File: src/rtl/vfma_retire_pkg.sv
package vfma_retire_pkg;
  localparam int unsigned NFLAG  = 6;
  localparam int unsigned NEN    = 4;
  localparam int unsigned FX_BIT = NFLAG;
  localparam int unsigned F_SNAN = 0;
  localparam int unsigned F_IMZ  = 1;
  localparam int unsigned F_ISI  = 2;
  localparam int unsigned F_OVF  = 3;
  localparam int unsigned F_UNF  = 4;
  localparam int unsigned F_INX  = 5;
  localparam int unsigned E_INV  = 0;
  localparam int unsigned E_OVF  = 1;
  localparam int unsigned E_UNF  = 2;
  localparam int unsigned E_INX  = 3;
  typedef logic [NFLAG-1:0] flags_t;
  typedef logic [NEN-1:0]   en_t;
  typedef logic [NFLAG:0]   status_t;
endpackage

File: src/rtl/vfma_lane_neg.sv
module vfma_lane_neg #(
  parameter int unsigned DW    = 64,
  parameter int unsigned EXP_W = 11
) (
  input  logic [DW-1:0] res_i,
  output logic [DW-1:0] res_o
);
  localparam int unsigned FRAC_W = DW - EXP_W - 1;

  logic [EXP_W-1:0]  exp_f;
  logic [FRAC_W-1:0] frac_f;
  logic              is_nan;

  assign exp_f  = res_i[DW-2 -: EXP_W];
  assign frac_f = res_i[FRAC_W-1:0];
  assign is_nan = (&exp_f) && (|frac_f);

  always_comb begin
    res_o = res_i;
    if (!is_nan) res_o[DW-1] = ~res_i[DW-1];
  end

  // magnitude bits never change
  always_comb begin
    a_mag_kept_r2: assert (res_o[DW-2:0] == res_i[DW-2:0]);
  end
endmodule

File: src/rtl/vfma_exc_eval.sv
module vfma_exc_eval
  import vfma_retire_pkg::*;
#(
  parameter int unsigned LANES = 2
) (
  input  flags_t [LANES-1:0] flags_i,
  input  en_t                en_i,
  output flags_t             any_o,
  output logic               trip_o
);
  flags_t armed;

  always_comb begin
    any_o = '0;
    for (int l = 0; l < LANES; l++) any_o |= flags_i[l];
  end

  always_comb begin
    armed         = '0;
    armed[F_SNAN] = en_i[E_INV];
    armed[F_IMZ]  = en_i[E_INV];
    armed[F_ISI]  = en_i[E_INV];
    armed[F_OVF]  = en_i[E_OVF];
    armed[F_UNF]  = en_i[E_UNF];
    armed[F_INX]  = en_i[E_INX];
  end

  assign trip_o = |(any_o & armed);

  always_comb begin
    a_no_trip_no_flags_r6: assert (!(trip_o && any_o == '0));
  end
endmodule

File: src/rtl/vfma_status.sv
module vfma_status
  import vfma_retire_pkg::*;
(
  input  logic    clk_i,
  input  logic    rst_ni,
  input  logic    upd_i,
  input  flags_t  flags_i,
  output status_t status_o
);
  status_t status_q;

  always_ff @(posedge clk_i or negedge rst_ni) begin
    if (!rst_ni) begin
      status_q <= '0;
    end else if (upd_i) begin
      status_q[NFLAG-1:0] <= status_q[NFLAG-1:0] | flags_i;
      if (|flags_i) status_q[FX_BIT] <= 1'b1;
    end
  end

  assign status_o = status_q;

  p_sticky_r4: assert property (@(posedge clk_i) disable iff (!rst_ni)
    ((status_q & $past(status_q)) == $past(status_q)));
  p_summary_r5: assert property (@(posedge clk_i) disable iff (!rst_ni)
    (|status_q[NFLAG-1:0]) |-> status_q[FX_BIT]);
  p_hold_idle_r8: assert property (@(posedge clk_i) disable iff (!rst_ni)
    !upd_i |=> $stable(status_q));
endmodule

File: src/rtl/vfma_retire.sv
module vfma_retire
  import vfma_retire_pkg::*;
#(
  parameter int unsigned DW    = 64,
  parameter int unsigned EXP_W = 11,
  parameter int unsigned RM_W  = 2
) (
  input  logic              clk_i,
  input  logic              rst_ni,
  input  logic              in_valid_i,
  output logic              in_ready_o,
  input  logic              vec_en_i,
  input  logic [NEN-1:0]    exc_en_i,
  input  logic [RM_W-1:0]   rnd_mode_i,
  output logic [RM_W-1:0]   rnd_mode_o,
  input  logic [DW-1:0]     lane0_res_i,
  input  logic [DW-1:0]     lane1_res_i,
  input  logic [NFLAG-1:0]  lane0_flags_i,
  input  logic [NFLAG-1:0]  lane1_flags_i,
  output logic              wr_en_o,
  output logic [2*DW-1:0]   wr_data_o,
  output logic              trap_o,
  output logic              done_o,
  output logic [NFLAG:0]    status_o
);
  localparam int unsigned LANES = 2;
  localparam int unsigned VW    = LANES * DW;

  logic [LANES-1:0][DW-1:0] lane_in, lane_neg;
  flags_t [LANES-1:0]       lane_flags;
  flags_t                   any_flags;
  logic                     trip, accept, go;
  logic                     wr_en_q, trap_q, done_q;
  logic [VW-1:0]            wr_data_q;

  assign lane_in[0]    = lane0_res_i;
  assign lane_in[1]    = lane1_res_i;
  assign lane_flags[0] = lane0_flags_i;
  assign lane_flags[1] = lane1_flags_i;

  assign in_ready_o = 1'b1;
  assign rnd_mode_o = rnd_mode_i;
  assign accept     = in_valid_i & in_ready_o;
  assign go         = accept & vec_en_i;

  for (genvar g = 0; g < LANES; g++) begin : g_lane
    vfma_lane_neg #(.DW(DW), .EXP_W(EXP_W)) i_neg (
      .res_i (lane_in[g]),
      .res_o (lane_neg[g])
    );
  end

  vfma_exc_eval #(.LANES(LANES)) i_exc (
    .flags_i (lane_flags),
    .en_i    (exc_en_i),
    .any_o   (any_flags),
    .trip_o  (trip)
  );

  vfma_status i_status (
    .clk_i    (clk_i),
    .rst_ni   (rst_ni),
    .upd_i    (go),
    .flags_i  (any_flags),
    .status_o (status_o)
  );

  always_ff @(posedge clk_i or negedge rst_ni) begin
    if (!rst_ni) begin
      wr_en_q   <= 1'b0;
      trap_q    <= 1'b0;
      done_q    <= 1'b0;
      wr_data_q <= '0;
    end else begin
      wr_en_q <= go & ~trip;
      trap_q  <= accept & ~vec_en_i;
      done_q  <= accept;
      if (go) wr_data_q <= lane_neg;
    end
  end

  assign wr_en_o   = wr_en_q;
  assign trap_o    = trap_q;
  assign done_o    = done_q;
  assign wr_data_o = wr_data_q;

  p_trap_no_write_r8: assert property (@(posedge clk_i) disable iff (!rst_ni)
    trap_o |-> !wr_en_o);
  p_disabled_traps_r8: assert property (@(posedge clk_i) disable iff (!rst_ni)
    (in_valid_i && !vec_en_i) |=> (trap_o && !wr_en_o));
  p_armed_blocks_r6: assert property (@(posedge clk_i) disable iff (!rst_ni)
    (in_valid_i && |(exc_en_i[E_INV] ? (lane0_flags_i | lane1_flags_i) & 6'h07 : 6'h00))
      |=> !wr_en_o);
  p_pulse_r9: assert property (@(posedge clk_i) disable iff (!rst_ni)
    !in_valid_i |=> (!wr_en_o && !trap_o && !done_o));
  p_out_needs_in_r9: assert property (@(posedge clk_i) disable iff (!rst_ni)
    $rose(done_o) |-> $past(in_valid_i));
endmodule

File: config.mk
export PLATFORM = sky130hd
export DESIGN_NAME = vfma_retire
export DESIGN_NICKNAME = d
export VERILOG_FILES = /design/src/rtl/vfma_retire_pkg.sv /design/src/rtl/vfma_lane_neg.sv /design/src/rtl/vfma_exc_eval.sv /design/src/rtl/vfma_status.sv /design/src/rtl/vfma_retire.sv
export SDC_FILE = /design/constraint.sdc
export NUM_CORES = 1
export LEC_CHECK = 0
export BUFFER_PORTS_ARGS = -buffer_cell sky130_fd_sc_hd__buf_2
export CORE_ASPECT_RATIO = 1.4
export CORE_UTILIZATION = 29
export CTS_CLUSTER_SIZE = 30
export DETAILED_ROUTE_END_ITERATION = 10
export PLACE_DENSITY_LB_ADDON = 0.25
export SYNTH_ARGS = -nofsm -noshare
export SYNTH_HDL_FRONTEND = slang
export SYNTH_SLANG_ARGS = --single-unit
File: constraint.sdc
create_clock -name clk_i -period 0.93 [get_ports clk_i]
set_clock_uncertainty 0.2 [all_clocks]
set_input_delay 0.2325 -clock clk_i [delete_from_list [all_inputs] [get_ports clk_i]]
set_output_delay 0.2325 -clock clk_i [all_outputs]
set_load 0.005 [all_outputs]
After elaboration in Yosys (flattened, before gate mapping)
Index checks and enable logic that the tools add are counted.

Muxes and demuxes: 2. Bitwise gates (word level): 10. Reduce and logical (&&, ||, !) cells: 9.

Operators with widths (number): 52-bit OR reduction (2); 11-bit AND reduction (2); 6-bit OR (2); 6-bit OR reduction (2); 6-bit bitwise AND (1); 1-bit NOT (4); 1-bit bitwise AND (3); 1-bit logical AND (2); 1-bit 2-to-1 mux (2); 2-bit AND reduction (1).

Register bits: 138. Input bits: 150. Output and inout bits: 141. Logic and storage cells: 27.

Logic depth before layout (Yosys ltp)
Gate-level depths: netlist of run 1.

Depth after elaboration: 5. Depth in mapped cells: 5. Depth with buffers taken out: 4.

By module
A second synthesis of run 1 with hierarchy kept.

Cell total of the unflattened synthesis: 489. Area total of the unflattened synthesis: 6947.9 um^2.

Modules (own cells, without submodules): vfma_retire (instances 1, cells each 281, area an instance 5336.4 um^2, seq. area each 3278.1 um^2); vfma_lane_neg (instances 2, cells each 90, area an instance 645.6 um^2, seq. area each 0.0 um^2); vfma_status (instances 1, cells each 17, area an instance 247.7 um^2, seq. area each 175.2 um^2); vfma_exc_eval (instances 1, cells each 11, area an instance 72.6 um^2, seq. area each 0.0 um^2).

Least setup slack after synthesis of run 1
OpenSTA, ideal clock, no wires.

Path type: input to register. From: input port lane1_res_i[41]. To: register wr_data_q[127] (netlist: wr_data_o[127]). Setup time: 0.104 ns. Arrival time: 1.327 ns. Required time: 0.626 ns. Slack: -0.700 ns. Cell stages on the path: 4. Buffers on the path: 0. Path through: nor4_1 -> nand4_1 -> or4_1 -> o311ai_1.

Cells in the longest elaborated chain, start to end: 3.

RTL lines: start, declared (RTL line vfma_retire.sv:17) `input logic [DW-1:0] lane1_res_i,`; 52-bit OR reduction (RTL line vfma_lane_neg.sv:16) `assign is_nan = (&exp_f) && (|frac_f);`; 1-bit logical AND (RTL line vfma_lane_neg.sv:16); 1-bit 2-to-1 mux (RTL line vfma_lane_neg.sv:20) `if (!is_nan) res_o[DW-1] = ~res_i[DW-1];`; end signal, assigned (RTL line vfma_retire.sv:78) `if (go) wr_data_q <= lane_neg;`; end, declared (RTL line vfma_retire.sv:34) `logic [VW-1:0] wr_data_q;`.

Every way passes these cells. A chain may end at the register's enable or synchronous reset.

Worst setup path in the final report of run 1
From: input port lane1_res_i[35]. To: register wr_data_q[127] (netlist: wr_data_o[127]).

The elaborated chain is that of the path after synthesis.

==> run metrics, run 1 <==
Final Slew Violations 0; Starting DRT DRC Count 173; routed wire length 19.4 mm; Clock Sinks 138; Initial Util 0.294; Min Hold Slack -528 ps; Distinct cells, synth 22; GR Overflow Total 0; Final ANT Viol Nets 0; drt pass-1 iters 4; grt met1 use 0.214; post-synth net total 512; die area 19400 um^2; hold crit path type in -> async; crit path time final 1530 ps; Die Y-Extent 164 um; PwrDens 1810 nW/um^2; worst ir drop on vdd 1100 uV; status complete, but fails checks; Clock Root Buffer clkbuf_16; Post-layout nets 1004; crit start category input port; Tot GR Track Use 0.190; first-pass GRT wire length 28.0 mm; CTS tree built; register area share after synthesis 0.633; Power Total 19.5 mW; Setup Viol. Count Final 267; worst setup margin -603 ps; largest area contributor in the netlist dfrtp_1; Reg clk slew, reported paths 60 ps; routed vias 5035; Skew-Pair Late Insertion Delay 410 ps; Max-Cap Viols 0; CP Class in -> reg; fraction of registers with async set/reset 1.00; r2r startpoint wr_data_o[63]; share of layout cells above drive strength 1 0.779; synth warn 0; ys flop type dfrtp_1; GRT met2 Usage 0.341; H-tree levels 4; RePlAce Congestion 0.857; crit path DAT 1610 ps; Critical Path End Type flop; GR peak layer met2; Mapped Cells 362; CP max FO 2; Die Span X 118 um; via density per instance 4.52; leakage 5.56 nW; Layout area overhead 97.9%; fmax 0.652 GHz; vias in the first global route 5220; Post-synth EDFFs 0; final hold viol count 261; failing checks negative hold slack, negative setup slack; largest net degree at the start of global routing 42; clock tree buffer depth 2; Synth Area per Inst 15.1 um^2; met3 usage 0.0462; synthesized area 5450 um^2; RSZ-0062 raised after global routing true; Post-synth top cells dfrtp_1 (138), mux2_2 (126), nor4_1 (26), buf_2 (9); Site Rows 59; CORE AREA 18500 um^2; R2R cell count 5; ranking of synthesized cells by area dfrtp_1 (63%), mux2_2 (26%), nor4_1 (3.0%); Num CTS Buffers 17; Req. time, crit path 1000 ps; DRC viols 0; wire per inst 17.4 um; Port Buffers 285; most frequent cell after synthesis dfrtp_1; DP HPWL 12.9 mm; period utilization 1.65; I/O pin total 291; Critical Path Start lane1_res_i[35]; top cell type's share of synthesized area 0.633; Seq cells post-synth 138; initial antenna violation count 2
## final timing paths
check | endpoint | slack [ps]
hold / removal | wr_data_o[63] | -530
max in group asynchronous | wr_data_o[113] | 560
setup reg to reg | wr_data_o[63] | -320
hold reg to reg | i_status.status_o[5] | 280
min in group clk_i | wr_en_o | -180
setup / recovery | wr_data_o[127] | -600
## cell families after synthesis
kind of cell,synth area share
AO/OA/AOI/OAI,0.0227
other,0.000688
AND/OR/NAND/NOR,0.0668
multiplexers,0.260
flip-flops,0.633
buffers and inverters,0.0165
## registers in the layout, indices dropped and copies added (netlist names)
register           cells
wr_data_o            128
wr_en_o                1
i_status.status_o      7
trap_o                 1
done_o                 1
## what timing repair did
item	4_1_cts	5_1_grt
setup endpoints to repair	266	266
hold endpoints to repair	271	266
resized for setup	70	82
pin swaps	12	3
buffers inserted	73	64
gates cloned	12	3
## per-stage QoR
stage	instances	setup WS [ps]	cell area [um^2]	setup TNS, ps	util
3_3_place_gp	956	-1050	8380	-65200	0.452
3_5_place_dp	956	-1130	8380	-66420	0.452
2_1_floorplan	362	-692	6210	-38370	-
4_1_cts	1072	-597	10200	-73540	0.551
5_1_grt	1112	-635	10800	-81420	0.582
6_report	1113	-603	10800	-74420	0.582
## cell type report
class	instances	area, um^2
repair buffers	491	3760
diodes	2	5.00
multi-input cells	206	2650
clock buffers	23	488
well taps	244	305
fillers	1520	7740
flip-flops and latches	138	3450
clock inverters	9	135
## layout by cell type (no fill, tap or decap), drive strengths merged
cell type	count
a2111oi	1
nor2b	2
diode	2
o311ai	2
nor4	28
conb	1
dfrtp	138
o31a	2
buf	488
o41ai	2
o21ai	2
nor3	2
clkbuf	26
inv	2
or4	2
mux2	126
nand2	6
nand4	8
o21bai	7
bufinv	3
clkinv	4
nand3	8
nor2	7
## power by group
group          internal (mW)  switching (mW)  total [mW]  leakage (nW)
registers               6.84           0.519        7.36          1.60
logic                   3.39            1.68        5.07          3.65
clock network           4.53            2.59        7.11         0.308
total                   14.8            4.78        19.5          5.56
## routing by layer
| metal | part of all wire | vias to the layer above |
|---|---|---|
| met3 | 0.040 | 28 |
| met1 | 0.39 | 2503 |
| met5 | 0 | - |
| met4 | 0.022 | 0 |
| met2 | 0.55 | 170 |
| li1 | - | 2334 |
## worst max-delay path, stage by stage
cell,delay [ps]
buf_2,130
nor4_4,310
nand3_2,150
buf_4,170
buf_4,130
o41ai_4,340
o311ai_2,150
Note: power is estimated with default switching activity, not from simulation.
==> inputs of run 2 (changes only) <==
--- a/config.mk
+++ b/config.mk
@@ -6,8 +6,9 @@
 export NUM_CORES = 1
 export LEC_CHECK = 0
 export BUFFER_PORTS_ARGS = -buffer_cell sky130_fd_sc_hd__buf_2
+export CAP_MARGIN = 20
 export CORE_ASPECT_RATIO = 1.4
-export CORE_UTILIZATION = 29
+export CORE_UTILIZATION = 41
 export CTS_CLUSTER_SIZE = 30
 export DETAILED_ROUTE_END_ITERATION = 10
 export PLACE_DENSITY_LB_ADDON = 0.25
==> run 2 against run 1 <==
  * The run still ends with negative hold slack, negative setup slack left
  * Register-to-register slack better by 20 ps
  * Global-route usage up 9.6 points
  * Die area down 29%
  * Highest routed layer is now met5
==> run metrics, run 2 (same netlist as run 1, synthesis figures left out) <==
leakage 5.38 nW (was 5.56 nW); Clock Power Share 0.386 (was 0.364); largest net degree at the start of global routing 50 (was 42); CP max FO 2 (unchanged); CORE AREA 12900 um^2 (was 18500 um^2); first-pass GRT wire length 29.7 mm (was 28.0 mm); max FFs per register 128 (unchanged); placed instance count 871 (was 956); via density per instance 5.18 (was 4.52); RSZ-0062 raised after global routing true (unchanged); fin util 0.811 (was 0.582); routed wire length 21.4 mm (was 19.4 mm); period utilization 1.66 (was 1.65); Flop pwr share 0.366 (was 0.377); fmax 0.648 GHz (was 0.652 GHz); Num CTS Buffers 17 (unchanged); Slew @ Worst Pin 626 ps; Comb pwr share 0.248 (was 0.259); R2R cell count 4 (was 5); R2R setup slack -300 ps (was -320 ps); commonest non-fill, non-tap cell in the layout buf_2 (unchanged); DP HPWL 12.2 mm (was 12.9 mm); DRC viols 0 (unchanged); H-tree levels 4 (unchanged); Rel. slew slack 0.579; Post-layout nets 971 (was 1004); wire per inst 21.2 um (was 17.4 um); Skew-Pair Late Insertion Delay 410 ps (about the same); Layout area overhead 92.5% (was 97.9%); final hold viol count 124 (was 261); initial antenna violation count 1 (was 2); Reg clk slew, reported paths 60 ps (about the same); hold_sp exc_en_i[0]; r2r startpoint wr_data_o[127] (was wr_data_o[63]); vias in the first global route 5523 (was 5220); reg2reg end wr_data_o[127] (was wr_data_o[63]); CP Class in -> reg (unchanged); crit path time final 1540 ps (was 1530 ps); Max-Cap Viols 0 (unchanged); sw frac 0.246 (was 0.245); GR Overflow Total 0 (unchanged); Final ANT Viol Nets 0 (unchanged); Port Buffers 285 (unchanged); CTS tree built (unchanged); placed inst area 8130 um^2 (was 8380 um^2); switching power 4.97 mW (was 4.78 mW); routed vias 5235 (was 5035); share of layout cells above drive strength 1 0.779 (about the same); Die Span X 99.5 um (was 118 um); WHS Path Cells 2; status complete, but fails checks (unchanged); non-filler cells in the finished layout 1011 (was 1113); hold crit path type in -> reg (was in -> async); crit start category input port (unchanged); Min Hold Slack -191 ps (was -528 ps); number of inserted diodes 0 (was 2); Clock Sinks 138 (unchanged); failing checks negative hold slack, negative setup slack (unchanged); worst setup margin -614 ps (was -603 ps); Req. time, crit path 1030 ps (was 1000 ps); worst ir drop on vdd 1280 uV (was 1100 uV); Critical Path End Type flop (unchanged); drt pass-1 iters 4 (unchanged); Final Slew Violations 0 (unchanged); clock tree buffer depth 2 (unchanged); Site Rows 49 (was 59); Tot GR Track Use 0.286 (was 0.190); die area 13800 um^2 (was 19400 um^2); Setup Viol. Count Final 269 (was 267); commonest non-fill, non-tap cells in the layout buf_2 (271), dfrtp_1 (138), mux2_4 (126) (was buf_2 (275), dfrtp_1 (138), mux2_4 (126)); Initial Util 0.422 (was 0.294); Final Cell Area 10500 um^2 (was 10800 um^2); RePlAce Congestion 0.837 (was 0.857); internal power 15.2 mW (was 14.8 mW); hold endpoint wr_en_o; Clock Root Buffer clkbuf_16 (unchanged); I/O pin total 291 (unchanged); crit path DAT 1650 ps (was 1610 ps); PwrDens 1930 nW/um^2 (was 1810 nW/um^2); Die Y-Extent 138 um (was 164 um); Starting DRT DRC Count 148 (was 173); Power Total 20.2 mW (was 19.5 mW)
-- run 2: worst max path at each step --
| stage | slack (ps) | start | endpoint |
|---|---|---|---|
| floorplan | -690 | lane1_res_i[38] | wr_data_o[127] |
| global placement | -1090 | lane0_res_i[35] | wr_data_o[63] |
| detailed placement | -1120 | lane1_res_i[26] | wr_data_o[127] |
| global route | -630 | lane1_res_i[13] | wr_data_o[127] |
| finish | -610 | lane1_res_i[13] | wr_data_o[127] |
| CTS | -580 | lane1_res_i[33] | wr_data_o[127] |
-- run 2: power groups by stage --
stage               combinational [mW]  sequential [mW]  clock (mW)
finish                            5.02             7.40        7.79
floorplan                         1.61             7.43           0
global route                      5.27             7.47        8.14
global placement                  3.34             7.35           0
CTS                               4.36             7.28        7.82
detailed placement                3.41             7.39           0
-- run 2: metal layers --
| layer | vias up | global-route usage | part of all wire |
|---|---|---|---|
| met5 | - | 0 | 0.00061 |
| met4 | 2 | 0.120 | 0.045 |
| met3 | 68 | 0.0804 | 0.067 |
| met2 | 287 | 0.507 | 0.52 |
| met1 | 2616 | 0.317 | 0.36 |
| li1 | 2262 | - | - |
-- run 2: cell type report --
type | count | area [um^2]
clock buffers | 20 | 457
clock inverters | 11 | 218
fillers | 671 | 2440
multi-input cells | 206 | 2770
flip-flops and latches | 138 | 3450
well taps | 178 | 223
repair buffers | 458 | 3370
-- run 2: critical path, stage by stage --
cell and delay [ps]:
buf_2 120, nor4_2 350, nand2_2 180, or4_4 530
o311ai_4 240
-- run 2: stage by stage --
stage / setup WS [ps] / setup TNS, ps
3_3_place_gp: -1090 / -63190
4_1_cts: -579 / -71340
3_5_place_dp: -1120 / -64800
5_1_grt: -634 / -81070
2_1_floorplan: -692 / -38370
6_report: -614 / -75210
-- run 2: timing repair --
| action | CTS | global route |
|---|---|---|
| endpoints found under the setup margin | 267 | 268 |
| pin swaps | 15 | 8 |
| setup buffers | 72 | 52 |
| hold buffers | 1 | 1 |
| cloned | 8 | 0 |
| resized for setup | 78 | 76 |
| hold endpoints to repair | 272 | 130 |
